$ cat src/rtl/scrx_pkg.sv
package scrx_pkg;
  typedef enum logic [2:0] {
    ST_IDLE,
    ST_START,
    ST_BITS,
    ST_SLOT,
    ST_ERR
  } scrx_state_e;

  localparam int unsigned FRAME_BITS = 9;  // 8 data + parity
endpackage

$ cat src/rtl/scrx_sync.sv
module scrx_sync #(
  parameter int unsigned STAGES = 2
) (
  input  logic clk_i,
  input  logic rst_ni,
  input  logic line_i,
  output logic line_s_o,
  output logic fall_o
);
  logic [STAGES-1:0] sr_q;
  logic              prev_q;

  always_ff @(posedge clk_i or negedge rst_ni) begin
    if (!rst_ni) begin
      sr_q   <= '1;
      prev_q <= 1'b1;
    end else begin
      sr_q   <= {sr_q[STAGES-2:0], line_i};
      prev_q <= sr_q[STAGES-1];
    end
  end

  assign line_s_o = sr_q[STAGES-1];
  assign fall_o   = prev_q & ~sr_q[STAGES-1];
endmodule

$ cat src/rtl/scrx_timer.sv
module scrx_timer #(
  parameter int unsigned W = 9
) (
  input  logic         clk_i,
  input  logic         rst_ni,
  input  logic         load_i,
  input  logic [W-1:0] val_i,
  output logic         expire_o
);
  logic [W-1:0] cnt_q;
  logic         armed_q;

  always_ff @(posedge clk_i or negedge rst_ni) begin
    if (!rst_ni) begin
      cnt_q   <= '0;
      armed_q <= 1'b0;
    end else if (load_i) begin
      cnt_q   <= val_i - 1'b1;
      armed_q <= 1'b1;
    end else if (armed_q) begin
      if (cnt_q == '0) armed_q <= 1'b0;
      else             cnt_q   <= cnt_q - 1'b1;
    end
  end

  assign expire_o = armed_q && (cnt_q == '0);
endmodule

$ cat src/rtl/scrx_frame.sv
module scrx_frame
  import scrx_pkg::*;
#(
  parameter int unsigned BIT_CYC = 372,
  parameter int unsigned ERR_CYC = 372
) (
  input  logic       clk_i,
  input  logic       rst_ni,
  input  logic       line_s_i,
  input  logic       fall_i,
  output logic       done_o,
  output logic       good_o,
  output logic [7:0] byte_o,
  output logic       oe_o
);
  localparam int unsigned MAXC = (BIT_CYC > ERR_CYC) ? BIT_CYC : ERR_CYC;
  localparam int unsigned TW   = $clog2(MAXC + 1);
  localparam int unsigned HALF = BIT_CYC / 2;
  localparam int unsigned IW   = $clog2(FRAME_BITS);

  scrx_state_e        st_q, st_d;
  logic [8:0]         sh_q;
  logic [IW-1:0]      idx_q;
  logic               bad_q;
  logic               load;
  logic [TW-1:0]      val;
  logic               expire;
  logic [8:0]         word;

  scrx_timer #(.W(TW)) u_timer (
    .clk_i    (clk_i),
    .rst_ni   (rst_ni),
    .load_i   (load),
    .val_i    (val),
    .expire_o (expire)
  );

  assign word   = {line_s_i, sh_q[8:1]};
  assign done_o = (st_q == ST_BITS) && expire && (idx_q == IW'(FRAME_BITS - 1));
  assign byte_o = word[7:0];
  assign good_o = ~^word;
  assign oe_o   = (st_q == ST_ERR);

  always_comb begin
    st_d = st_q;
    load = 1'b0;
    val  = TW'(BIT_CYC);
    unique case (st_q)
      ST_IDLE: if (fall_i) begin
        st_d = ST_START; load = 1'b1; val = TW'(HALF);
      end
      ST_START: if (expire) begin
        if (!line_s_i) begin st_d = ST_BITS; load = 1'b1; end
        else st_d = ST_IDLE;
      end
      ST_BITS: if (expire) begin
        load = 1'b1;
        if (done_o) begin st_d = ST_SLOT; val = TW'(BIT_CYC - HALF); end
      end
      ST_SLOT: if (expire) begin
        if (bad_q) begin st_d = ST_ERR; load = 1'b1; val = TW'(ERR_CYC); end
        else st_d = ST_IDLE;
      end
      ST_ERR: if (expire) st_d = ST_IDLE;
      default: st_d = ST_IDLE;
    endcase
  end

  always_ff @(posedge clk_i or negedge rst_ni) begin
    if (!rst_ni) begin
      st_q  <= ST_IDLE;
      sh_q  <= '0;
      idx_q <= '0;
      bad_q <= 1'b0;
    end else begin
      st_q <= st_d;
      if (st_q == ST_START && expire) idx_q <= '0;
      if (st_q == ST_BITS && expire) begin
        sh_q  <= word;
        idx_q <= idx_q + 1'b1;
      end
      if (done_o) bad_q <= ~good_o;
    end
  end
endmodule

$ cat src/rtl/scard_rx.sv
module scard_rx #(
  parameter int unsigned BIT_CYC     = 372,
  parameter int unsigned ERR_CYC     = 372,
  parameter int unsigned SYNC_STAGES = 2
) (
  input  logic       clk_i,
  input  logic       rst_ni,
  input  logic       line_i,
  output logic       line_oe_o,
  input  logic       rie_i,
  input  logic       rd_i,
  input  logic       err_clr_i,
  output logic [7:0] data_o,
  output logic       full_o,
  output logic       per_o,
  output logic       ovr_o,
  output logic       rxi_o,
  output logic       eri_o
);
  logic       line_s, fall;
  logic       frame_done, frame_good;
  logic [7:0] frame_byte;
  logic [7:0] data_q;
  logic       full_q, per_q, ovr_q;

  scrx_sync #(.STAGES(SYNC_STAGES)) u_sync (
    .clk_i    (clk_i),
    .rst_ni   (rst_ni),
    .line_i   (line_i),
    .line_s_o (line_s),
    .fall_o   (fall)
  );

  scrx_frame #(.BIT_CYC(BIT_CYC), .ERR_CYC(ERR_CYC)) u_frame (
    .clk_i    (clk_i),
    .rst_ni   (rst_ni),
    .line_s_i (line_s),
    .fall_i   (fall),
    .done_o   (frame_done),
    .good_o   (frame_good),
    .byte_o   (frame_byte),
    .oe_o     (line_oe_o)
  );

  always_ff @(posedge clk_i or negedge rst_ni) begin
    if (!rst_ni) begin
      data_q <= '0;
      full_q <= 1'b0;
      per_q  <= 1'b0;
      ovr_q  <= 1'b0;
    end else begin
      if (rd_i)      full_q <= 1'b0;
      if (err_clr_i) begin per_q <= 1'b0; ovr_q <= 1'b0; end
      if (frame_done) begin
        if (!frame_good)  per_q <= 1'b1;
        else if (full_q && !rd_i) ovr_q <= 1'b1;
        else begin
          data_q <= frame_byte;
          full_q <= 1'b1;
        end
      end
    end
  end

  assign data_o = data_q;
  assign full_o = full_q;
  assign per_o  = per_q;
  assign ovr_o  = ovr_q;
  assign rxi_o  = full_q & rie_i;
  assign eri_o  = (per_q | ovr_q) & rie_i;
endmodule

$ cat config.mk
export PLATFORM = sky130hd
export DESIGN_NAME = scard_rx
export DESIGN_NICKNAME = d
export VERILOG_FILES = /design/src/rtl/scrx_pkg.sv /design/src/rtl/scrx_sync.sv /design/src/rtl/scrx_timer.sv /design/src/rtl/scrx_frame.sv /design/src/rtl/scard_rx.sv
export SDC_FILE = /design/constraint.sdc
export NUM_CORES = 1
export LEC_CHECK = 0
export ABC_AREA = 1
export BUFFER_PORTS_ARGS = -buffer_cell sky130_fd_sc_hd__buf_2
export CORE_UTILIZATION = 45
export CTS_CLUSTER_SIZE = 20
export DETAILED_ROUTE_END_ITERATION = 10
export PLACE_DENSITY = 0.63
export SYNTH_ARGS = -nofsm -noshare
export SYNTH_HDL_FRONTEND = slang
export SYNTH_SLANG_ARGS = --single-unit
$ cat constraint.sdc
create_clock -name clk_i -period 1.8 [get_ports clk_i]
set_input_delay 0.09 -clock clk_i [delete_from_list [all_inputs] [get_ports clk_i]]
set_output_delay 0.09 -clock clk_i [all_outputs]
set_load 0.01 [all_outputs]
Word level (Yosys, flattened, before mapping):

Index checks and enable logic that the tools add are counted.

* flip-flop bits (word level): 41
* input bits: 6
* bits in latches: 0
* word-level logic and storage cells: 87
* bits in read-only memories: 0
* output and inout port bits: 14
* RAM bits: 0
* memories kept: 0

* multiplexer cells: 39
* add/subtract/negate cells: 3
* divide/modulo/power cells: 0
* shift operators: 0
* order comparisons: 0
* equality and inequality tests: 12
* bitwise logic cells: 7
* reductions and logical operators: 14
* multiply operators: 0

Operator list (count)
* two-way mux 9 bit: 6
* two-way mux 3 bit: 7
* two-way mux 1 bit: 20
* one-hot mux 9 bit (2 select lines): 1
* subtractor 9 x 1 -> 9 bit, second input constant: 2
* one-hot mux 3 bit (5 select lines): 1
* inequality test 2 x 1 -> 1 bit, second input constant: 5
* zero test 9 bit: 1
* XNOR reduction 9 bit: 1
* two-way mux 4 bit: 2
* equality test 3 x 2 -> 1 bit, second input constant: 2
* AND reduction 6 bit: 1
* logical AND 1 bit: 5
* adder 4 x 1 -> 4 bit, second input constant: 1
* equality test 4 bit, second input constant: 1
* inequality test 2 bit, second input constant: 2
* one-hot mux 1 bit (4 select lines): 1
* nonzero test 2 bit: 2
* bitwise AND 1 bit: 3
* equality test 3 x 1 -> 1 bit, second input constant: 1
* equality test 3 bit, second input constant: 1
* zero test 3 bit: 1
* NOT 1 bit: 3
* AND reduction 3 bit: 1
* other kinds (4): 4

Longest topological paths before layout:

Gate-level depths: netlist of the first run.

* word-level depth: 9
* depth in mapped cells: 15
* gate-level depth less buffers: 15

Hierarchy:

Synthesis of the first run repeated with hierarchy kept, for this count alone.

* cell total of the unflattened synthesis: 323
* area, all modules: 2293.4 um^2

By module, submodules not included
* scrx_frame: cells each 129, seq. area each 400.4 um^2, area each 944.7 um^2, times used 1
* scrx_timer: cells each 139, seq. area each 250.2 um^2, area each 797.0 um^2, times used 1
* scard_rx: cells each 50, seq. area each 275.3 um^2, area each 462.9 um^2, times used 1
* scrx_sync: cells each 5, seq. area each 78.8 um^2, area each 88.8 um^2, times used 1

Worst setup path after synthesis of the first run:

OpenSTA, ideal clock, no wires.

* kind: register to register
* start: register u_frame.u_timer.cnt_q[6]
* end: register u_frame.u_timer.cnt_q[4]
* arrival: 1.793 ns
* clock period less this slack: 1.911 ns
* path slack: -0.111 ns
* library setup time: 0.118 ns
* cell stages (with the launch flop): 15
* cell sequence: dfrtp_1 -> nor2_1 -> nand3_1 -> nor2_1 -> nand4_1 -> nand2_1 -> inv_1 -> nand2_1 -> inv_1 -> ha_1 -> nand3_1 -> nor2_2 -> nand2_1 -> xnor2_1 -> inv_1

* cells in the longest elaborated chain, start to end: 9

Ends and longest elaborated chain
* start: declaration: line scrx_timer.sv:10 `logic [W-1:0] cnt_q;`
* start signal: assignment: line scrx_timer.sv:18 `cnt_q <= val_i - 1'b1;`
* start signal: assignment: line scrx_timer.sv:22 `else cnt_q <= cnt_q - 1'b1;`
* zero test 9 bit (*): line scrx_timer.sv:21, scrx_timer.sv:26
* logical AND 1 bit: line scrx_timer.sv:26 `assign expire_o = armed_q && (cnt_q == '0);`
* logical AND 1 bit (2 in a row): line scrx_frame.sv:39 `assign done_o = (st_q == ST_BITS) && expire && (idx_q == IW'(FRAME_BITS - 1));`
* two-way mux 9 bit: line scrx_frame.sv:58 `if (done_o) begin st_d = ST_SLOT; val = TW'(BIT_CYC - HALF); end`
* two-way mux 9 bit: line scrx_frame.sv:56 `ST_BITS: if (expire) begin`
* one-hot mux 9 bit (2 select lines): line scrx_frame.sv:48 `unique case (st_q)`
* subtractor 9 x 1 -> 9 bit: line scrx_timer.sv:18
* two-way mux 9 bit: line scrx_timer.sv:17 `end else if (load_i) begin`

Every way passes the cells marked *; elsewhere a longest branch is shown, timed or not.
A chain may end at the register's enable or synchronous reset.

Worst setup path in the final report of the first run:

* start: register u_sync.sr_q[1]
* end: register u_frame.u_timer.cnt_q[5]

* cells in the longest elaborated chain, start to end: 6

Ends and longest elaborated chain
* start: declaration: line scrx_sync.sv:10 `logic [STAGES-1:0] sr_q;`
* start signal: assignment: line scrx_sync.sv:18 `sr_q <= {sr_q[STAGES-2:0], line_i};`
* NOT 1 bit: line scrx_sync.sv:24 `assign fall_o = prev_q & ~sr_q[STAGES-1];`
* bitwise AND 1 bit: line scrx_sync.sv:24
* two-way mux 9 bit / two-way mux 1 bit (equally long branches): line scrx_frame.sv:49 `ST_IDLE: if (fall_i) begin`
* one-hot mux 9 bit (2 select lines) / one-hot mux 1 bit (4 select lines) (equally long branches): line scrx_frame.sv:48
* subtractor 9 x 1 -> 9 bit (tied with other cells): line scrx_timer.sv:18
* two-way mux 9 bit / AND reduction 2 bit (equally long branches)

Several ways; a longest one is shown, not always the timed one.

==> reports/metrics.yaml, run 1 <==
outcome: "finished, violations left"
violations: "setup timing"
max_stage_delay_ns: 0.54
drive_above_1_share_pct: 41.7
cts-buffers-inserted: 5
pwr-share-seq_pct: 34.1
peakVddDrop_v: 0.000787
overflow: 0
yosysSeqAreaShare_pct: 49.4
share_comb_of_total_power_pct: 49.0
p_int_mw: 2.14
final_cell_mix: "nand2_1, buf_4, dfrtp_1"
clock_path_buffers: 2
critPathCaptureType: "flip-flop"
syn_avg_cell_area_um2: 8.43
synth_nets: 250
synth_cell_types: 30
final_common_cell: "nand2_1"
grt_max_degree: 41
dp_hpwl_um: 3080
power_mw: 3.47
rsz0062_at_grt: "true"
gp_congestion: 0.893
core_area_mm2: 0.00435
grt_pass1_wl_um: 7440
synth-seq-cells: 40
dp_cells: 349
setup_slack_ns: -0.0527
io_pins: 20
start_kind: "flip-flop"
hold_violations: 0
multi_input_area_mm2: 0.00105
ant_nets: 0
p_switching_mw: 1.33
drc_errors: 0
grt_use_total_pct: 19.9
syn2layout_area_growth_pct: 39.0
relSlewSlack_pct: 67.5
arrival_ns: 2.03
min_period_over_period_pct: 103
antenna_cells: 0
vias: 1723
required_ns: 1.98
path_max_fanout: 3
rows: 24
critPathKind: "flip-flop to flip-flop"
clk_latency_ns: 0.29
initial_utilization_pct: 46.7
skew_ns: 0.00790
grt_pass1_vias: 1694
cts.sinks: 40
viasPerCell: 4.73
io_buffers: 19
antenna_found_initial: 0
final_cell_count_no_fill: 364
powerDensity_mw_per_mm2: 1230
fmax_mhz: 540
hold_path.class: "primary input to flip-flop"
final_util_pct: 64.9
worst_hold_slack_ns: 0.104
die_height_um: 69.2
sw_frac_of_total_pct: 38.2
p_clk_share_pct: 16.9
dieArea_mm2: 0.00479
n_fill_cell: 356
syn_area_mm2: 0.00203
first_pass_iters: 5
path_clk_slew_ns: 0.08
cts_tree: "yes"
cts_root_buf: "clkbuf_8"
die_x_um: 69.2
wire_per_inst_um: 11.7
drtIter0Drc: 117
syn_inst: 241
h-tree-depth: 2
seq_area_mm2: 0.00100
worstMarginPinSlew_ns: 0.487
drv_slew: 0
drt_wl_total_um: 4240
path_cells: "inv_1 > nand3_1 > nand3_2 > nand3_2 > buf_6 > nand2_4 > nor2_2 > buf_4 > buf_4 > nand4_1 > nand2_1 > o21ai_1"
yosysWarnings: 0
setup_viol_count_final: 5
maxCapViolCount: 0
cp_slowest_cell: "dfstp_2"
p_leak_nw: 1.40
period_minus_slack_ns: 1.85
final_nets: 320
power by group through the flow:
stage                     Clock, mW  Combinational [mW]  Sequential [mW]
after floorplan                   0               0.799             1.17
after detailed placement          0                1.38             1.18
after global routing          0.649                1.88             1.21
after CTS                     0.608                1.55             1.18
final                         0.587                1.70             1.18
after global placement            0                1.37             1.18
path summary, 6_finish.rpt:
| check | cells past startpoint | slack (ns) | to | start |
|---|---|---|---|---|
| worst max-delay path | 12 | -0.05 | u_frame.u_timer.cnt_q[5]$_DFFE_PN0P_ | u_sync.sr_q[1]$_DFF_PN1_ |
| worst min-delay path | 4 | 0.10 | full_o$_DFF_PN0_ | rd_i |
| worst max register to register | 12 | -0.05 | u_frame.u_timer.cnt_q[5]$_DFFE_PN0P_ | u_sync.sr_q[1]$_DFF_PN1_ |
| worst min register to register | 0 | 0.36 | u_sync.sr_q[1]$_DFF_PN1_ | u_sync.sr_q[0]$_DFF_PN1_ |
| max in group asynchronous | 3 | 1.05 | u_sync.sr_q[0]$_DFF_PN1_ | rst_ni |
| min in group asynchronous | 3 | 0.38 | data_o[0]$_DFFE_PN0P_ | rst_ni |
Yosys cell counts (all sizes together):
library cell | count | area [um^2]
a21oi | 1 | 5.00
xnor2 | 6 | 52.6
nor3b | 1 | 7.51
buf | 1 | 11.3
xor2 | 5 | 43.8
o21a | 2 | 15.0
nand2 | 63 | 244
dfstp | 3 | 78.8
nand3b | 1 | 7.51
inv | 40 | 150
o22ai | 3 | 18.8
dfrtp | 37 | 926
nand3 | 22 | 125
nor3 | 3 | 26.3
o221ai | 1 | 8.76
nand4 | 3 | 18.8
clkbuf | 1 | 3.75
o21bai | 1 | 7.51
a32o | 1 | 10.0
or2 | 1 | 6.26
o21ai | 24 | 150
ha | 3 | 37.5
nor2 | 18 | 77.6
repair_timing:
item | 4_1_cts | 5_1_grt
buffers inserted | 0 | 4
hold buffers | 3 | 0
setup endpoints to repair | 7 | 20
cloned | 0 | 0
pin swaps | 18 | 21
endpoints found under the hold margin | 40 | 0
resized for setup | 23 | 21
cell families (layout without fill, tap and decap cells):
family                     count (synthesis)  count (layout)  share of synthesized area [%]
adders and majority gates                  3               3                           1.85
buffers and inverters                     42             113                           8.13
DFF                                       40              40                           49.4
xor gates and xnor gates                  11              11                           4.74
AOI/OAI and AO/OA                         33              33                           10.6
and+or+nand+nor                          112             112                           25.2
final cells by class:
class	instances	share of cell area (%)
Tap cell	52	2.30
Timing Repair Buffer	65	16.6
Clock inverter	2	0.443
Clock buffer	6	2.57
Multi-Input combinational cell	159	37.2
Sequential cell	40	35.6
Inverter	40	5.32
through the flow:
step                area [um^2]  TNS, ns  setup slack [ns]
CTS                        2710   -0.173           -0.0510
global placement           2500   -0.282           -0.0795
detailed placement         2500   -0.519            -0.119
finish                     2820  -0.0914           -0.0527
global route               2820    -1.25            -0.170
floorplan                  2050   -0.137           -0.0867
critical path: cells and delay by family, from the launching register on:
kind            cells  cell delay (ns)
simple gates        7             0.74
flops               1             0.54
buf+inv             4             0.41
compound gates      1             0.06
state kept, by name, indices dropped and copies added (netlist names), 2 cells and up:
register,count
u_frame.st_q,3
u_frame.u_timer.cnt_q,9
u_frame.sh_q,8
u_frame.idx_q,4
data_o,8
u_sync.sr_q,2
routing by layer:
| layer | global-route usage [%] | wire length [um] |
|---|---|---|
| met5 | 0 | 0 |
| met4 | 6.80 | 59 |
| met3 | 5.96 | 164 |
| met2 | 30.6 | 1880 |
| met1 | 27.0 | 2140 |
(Power assumes the default switching activity.)
==> run 2, diff against run 1 <==
TNS_END_PERCENT = 50   (was unset)
==> reports/metrics.yaml, run 2 (synthesis gave the netlist of run 1 again) <==
top_register: "u_frame.u_timer.cnt_q"
cts_root_buf: "clkbuf_8"
arrival_ns: 2.09
largest_reg_flops: 9
skew_ns: 0.0129
overflow: 0
dieArea_mm2: 0.00479
final_cell_count_no_fill: 363
antenna_cells: 0
critPathKind: "flip-flop to flip-flop"
final_area_mm2: 0.00282
drtIter0Drc: 81
drv_slew: 0
grt_pass1_vias: 1723
ant_nets: 0
final_cell_mix: "nand2_1, buf_4, dfrtp_1"
rsz0062_at_grt: "true"
die_height_um: 69.2
first_pass_iters: 4
period_minus_slack_ns: 1.91
dp_hpwl_um: 3000
powerDensity_mw_per_mm2: 1240
gp_congestion: 0.864
path_max_fanout: 2
drt_wl_total_um: 4440
min_period_over_period_pct: 106
drc_errors: 0
hold_violations: 0
placed_area_mm2: 0.00245
fmax_mhz: 524
start_kind: "flip-flop"
required_ns: 1.98
h-tree-depth: 2
vias: 1745
wire_per_inst_um: 12.2
io_buffers: 19
critPathCaptureType: "flip-flop"
dp_cells: 343
core_area_mm2: 0.00435
outcome: "finished, violations left"
totalNegativeSetupSlack_ns: -0.422
rows: 24
initial_utilization_pct: 46.7
grt_use_total_pct: 20.0
worstMarginPinSlew_ns: 0.494
setup_viol_count_final: 6
peakVddDrop_v: 0.000527
clk_latency_ns: 0.30
grt_max_degree: 41
cts.sinks: 40
final_common_cell: "nand2_1"
maxCapViolCount: 0
final_nets: 319
viasPerCell: 4.81
drive_above_1_share_pct: 42.1
p_leak_nw: 1.40
cts-buffers-inserted: 5
syn2layout_area_growth_pct: 38.9
antenna_found_initial: 0
hold_path.class: "primary input to flip-flop"
clock_path_buffers: 2
grt_pass1_wl_um: 7520
relSlewSlack_pct: 67.1
cts_tree: "yes"
io_pins: 20
setup_slack_ns: -0.110
n_fill_cell: 365
power_mw: 3.50
path_clk_slew_ns: 0.08
violations: "setup timing"
die_x_um: 69.2
-- run 2: cell count changes in the layout (fill, tap and decap cells not counted), sizes merged --
cell,previous run,this run
buf,62,61
-- run 2: critical path: stages (launching register included) --
cell and delay (ns):
dfrtp_1 0.43, nor2_2 0.12, nand3_2 0.12, nor2_2 0.12, nand4_1 0.15, nand2_1 0.13
inv_2 0.06, nand2_2 0.06, inv_2 0.05, ha_4 0.16, buf_4 0.13, xor2_1 0.15
nand2_1 0.06, nand2_1 0.06
-- run 2: where the power goes --
group	internal [mW]	switching [mW]
registers	1.06	0.119
logic	0.792	0.933
clock network	0.271	0.323
-- run 2: repair_timing --
item,4_1_cts,5_1_grt
resized for setup,13,35
endpoints found under the hold margin,40,0
buffers inserted,0,9
hold buffers,3,0
cloned,0,0
setup endpoints to repair,18,22
pin swaps,7,15
-- run 2: final cells by class --
cell class / count / area (um^2) / area share (%)
flip-flops and latches: 40 / 1000 / 35.6
multi-input cells: 159 / 1060 / 37.6
repair buffers: 64 / 457 / 16.2
well taps: 52 / 65.1 / 2.31
clock buffers: 6 / 72.6 / 2.57
inverters: 40 / 150 / 5.32
clock inverters: 2 / 12.5 / 0.443
-- run 2: routing by layer --
| layer | share of wire, % | wire, um | global-route usage [%] |
|---|---|---|---|
| met5 | 0 | 0 | 0 |
| met4 | 1.5 | 65 | 8.16 |
| met3 | 3.6 | 161 | 5.23 |
| met2 | 46 | 2060 | 31.9 |
| met1 | 49 | 2160 | 26.0 |
-- run 2: path summary, 6_finish.rpt --
| kind | slack [ns] | start | depth (start not counted) | end |
|---|---|---|---|---|
| max in group asynchronous | 1.05 | rst_ni | 3 | u_sync.sr_q[1]$_DFF_PN1_ |
| max reg2reg | -0.11 | u_frame.u_timer.cnt_q[4]$_DFFE_PN0P_ | 13 | u_frame.u_timer.cnt_q[2]$_DFFE_PN0P_ |
| min in group asynchronous | 0.37 | rst_ni | 3 | data_o[0]$_DFFE_PN0P_ |
| min | 0.11 | rd_i | 4 | full_o$_DFF_PN0_ |
| min reg2reg | 0.36 | u_sync.sr_q[0]$_DFF_PN1_ | 0 | u_sync.sr_q[1]$_DFF_PN1_ |
| max | -0.11 | u_frame.u_timer.cnt_q[4]$_DFFE_PN0P_ | 13 | u_frame.u_timer.cnt_q[2]$_DFFE_PN0P_ |
-- run 2: per-stage QoR --
step	hold WS (ns)	setup WS, ns	utilization, %
3_5_place_dp	0.182	-0.176	56.4
3_3_place_gp	0.178	-0.119	56.4
4_1_cts	0.0922	-0.0558	60.0
2_1_floorplan	-0.206	-0.0868	-
6_report	0.106	-0.110	64.8
5_1_grt	0.134	-0.257	64.8
==> run 3, diff against run 2 <==
==> constraint.sdc (replaced) <==
create_clock -name clk_i -period 1.8 [get_ports clk_i]
set_input_delay 0.18 -clock clk_i [delete_from_list [all_inputs] [get_ports clk_i]]
set_output_delay 0.18 -clock clk_i [all_outputs]
set_load 0.01 [all_outputs]
==> reports/metrics.yaml, run 3 (synthesis gave the netlist of run 1 again) <==
final_nets: 316
final_cell_mix: "nand2_1, buf_4, dfrtp_1"
hold_path.class: "primary input to flip-flop"
setup_slack_ns: -0.0993
min_period_over_period_pct: 106
path_max_fanout: 5
path_cells: "nor2_2 > nand3_2 > nor2_2 > nand4_1 > nand2_1 > inv_2 > nand2_2 > inv_2 > ha_4 > nand3_2 > nor2_4 > nand2_1 > xnor2_1 > inv_1"
top_register: "u_frame.u_timer.cnt_q"
gp_congestion: 0.910
antenna_found_initial: 0
path_depth: 14
start_kind: "flip-flop"
grt_pass1_wl_um: 7200
relSlewSlack_pct: 70.5
maxCapViolCount: 0
largest_reg_flops: 9
violations: "setup timing"
p_leak_nw: 1.37
critPathCaptureType: "flip-flop"
antenna_cells: 0
drc_errors: 0
hold_depth: 2
crit_family: "simple AND/OR/NAND/NOR gates"
peakVddDrop_v: 0.000610
io_pins: 20
critPathKind: "flip-flop to flip-flop"
powerDensity_mw_per_mm2: 1220
first_pass_iters: 4
drive_above_1_share_pct: 39.6
setup_viol_count_final: 6
ant_nets: 0
io_buffers: 19
period_minus_slack_ns: 1.90
drtIter0Drc: 131
grt_max_degree: 21
n_fill_cell: 356
multi_input_area_mm2: 0.00100
skew_ns: 0.00871
wire_per_inst_um: 11.9
dieArea_mm2: 0.00479
vias: 1734
worst_hold_slack_ns: 0.0760
rsz0062_at_grt: "true"
viasPerCell: 4.82
cp_slowest_cell: "dfrtp_1"
dp_hpwl_um: 3040
cts-buffers-inserted: 5
grt_use_total_pct: 19.1
cts.sinks: 40
clock_path_buffers: 2
seq_area_mm2: 0.00100
cts_tree: "yes"
totalNegativeSetupSlack_ns: -0.502
drt_wl_total_um: 4280
fmax_mhz: 527
required_ns: 1.99
worstMarginPinSlew_ns: 0.442
outcome: "finished, violations left"
final_util_pct: 62.8
drv_slew: 0
path_clk_slew_ns: 0.08
initial_utilization_pct: 46.7
arrival_ns: 2.09
hold_violations: 0
final_common_cell: "nand2_1"
die_height_um: 69.2
max_stage_delay_ns: 0.39
die_x_um: 69.2
cts_root_buf: "clkbuf_8"
overflow: 0
worst-path-buf-inv: 3
core_area_mm2: 0.00435
clk_latency_ns: 0.29
h-tree-depth: 2
rows: 24
syn2layout_area_growth_pct: 34.5
grt_pass1_vias: 1597
r2r_cells: 14
## run 3: changes by cell type in the layout (fill, tap and decap cells not counted), sizes merged
cell	previous run	this run
dlygate4sd3	3	2
buf	61	59
## run 3: final cells by class
cell class | count | area share (%)
Sequential cell | 40 | 36.8
Clock inverter | 2 | 0.458
Multi-Input combinational cell | 159 | 36.6
Tap cell | 52 | 2.38
Inverter | 40 | 5.49
Clock buffer | 6 | 2.65
Timing Repair Buffer | 61 | 15.7
## run 3: worst register-to-register path: stages (launching register included)
cell	delay [ns]
dfrtp_1	0.39
nor2_2	0.15
nand3_2	0.12
nor2_2	0.14
nand4_1	0.16
nand2_1	0.15
inv_2	0.06
nand2_2	0.06
inv_2	0.05
ha_4	0.15
nand3_2	0.09
nor2_4	0.05
nand2_1	0.07
xnor2_1	0.11
inv_1	0.05
## run 3: power by group
group / internal (mW) / switching [mW] / total, mW
Sequential: 1.06 / 0.112 / 1.18
Clock: 0.271 / 0.315 / 0.586
Combinational: 0.722 / 0.851 / 1.57
## run 3: metrics by stage
step           instance area [um^2]  power [mW]  setup WS (ns)  std cells
6_report                       2730        3.33        -0.0993        360
5_1_grt                        2730        3.58         -0.288        360
4_1_cts                        2610        3.17        -0.0342        355
3_5_place_dp                   2460        2.51         -0.139        344
3_3_place_gp                   2460        2.49         -0.109        344
2_1_floorplan                  2050        1.96        -0.0868        241
## run 3: routing by layer
| layer | part of all wire, % | global-route usage [%] |
|---|---|---|
| met5 | 0 | 0 |
| met4 | 1.8 | 7.48 |
| met3 | 5.0 | 4.36 |
| met2 | 45 | 28.6 |
| met1 | 48 | 26.8 |
## run 3: path summary, 6_finish.rpt
path                                                      start                                    to  slack (ns)
max                        u_frame.u_timer.cnt_q[5]$_DFFE_PN0P_  u_frame.u_timer.cnt_q[4]$_DFFE_PN0P_        -0.1
min                                                   err_clr_i                       per_o$_DFF_PN0_        0.08
max reg2reg                u_frame.u_timer.cnt_q[5]$_DFFE_PN0P_  u_frame.u_timer.cnt_q[4]$_DFFE_PN0P_        -0.1
min reg2reg                            u_sync.sr_q[0]$_DFF_PN1_              u_sync.sr_q[1]$_DFF_PN1_        0.36
max in group asynchronous                                rst_ni              u_sync.sr_q[1]$_DFF_PN1_        0.85
min in group asynchronous                                rst_ni           u_frame.sh_q[1]$_DFFE_PN0P_        0.36
## run 3: repair_timing
item,4_1_cts,5_1_grt
hold buffers,2,0
setup buffers,1,5
setup endpoints to repair,14,20
gates resized for setup,12,23
pin swaps,9,14
hold endpoints to repair,17,0
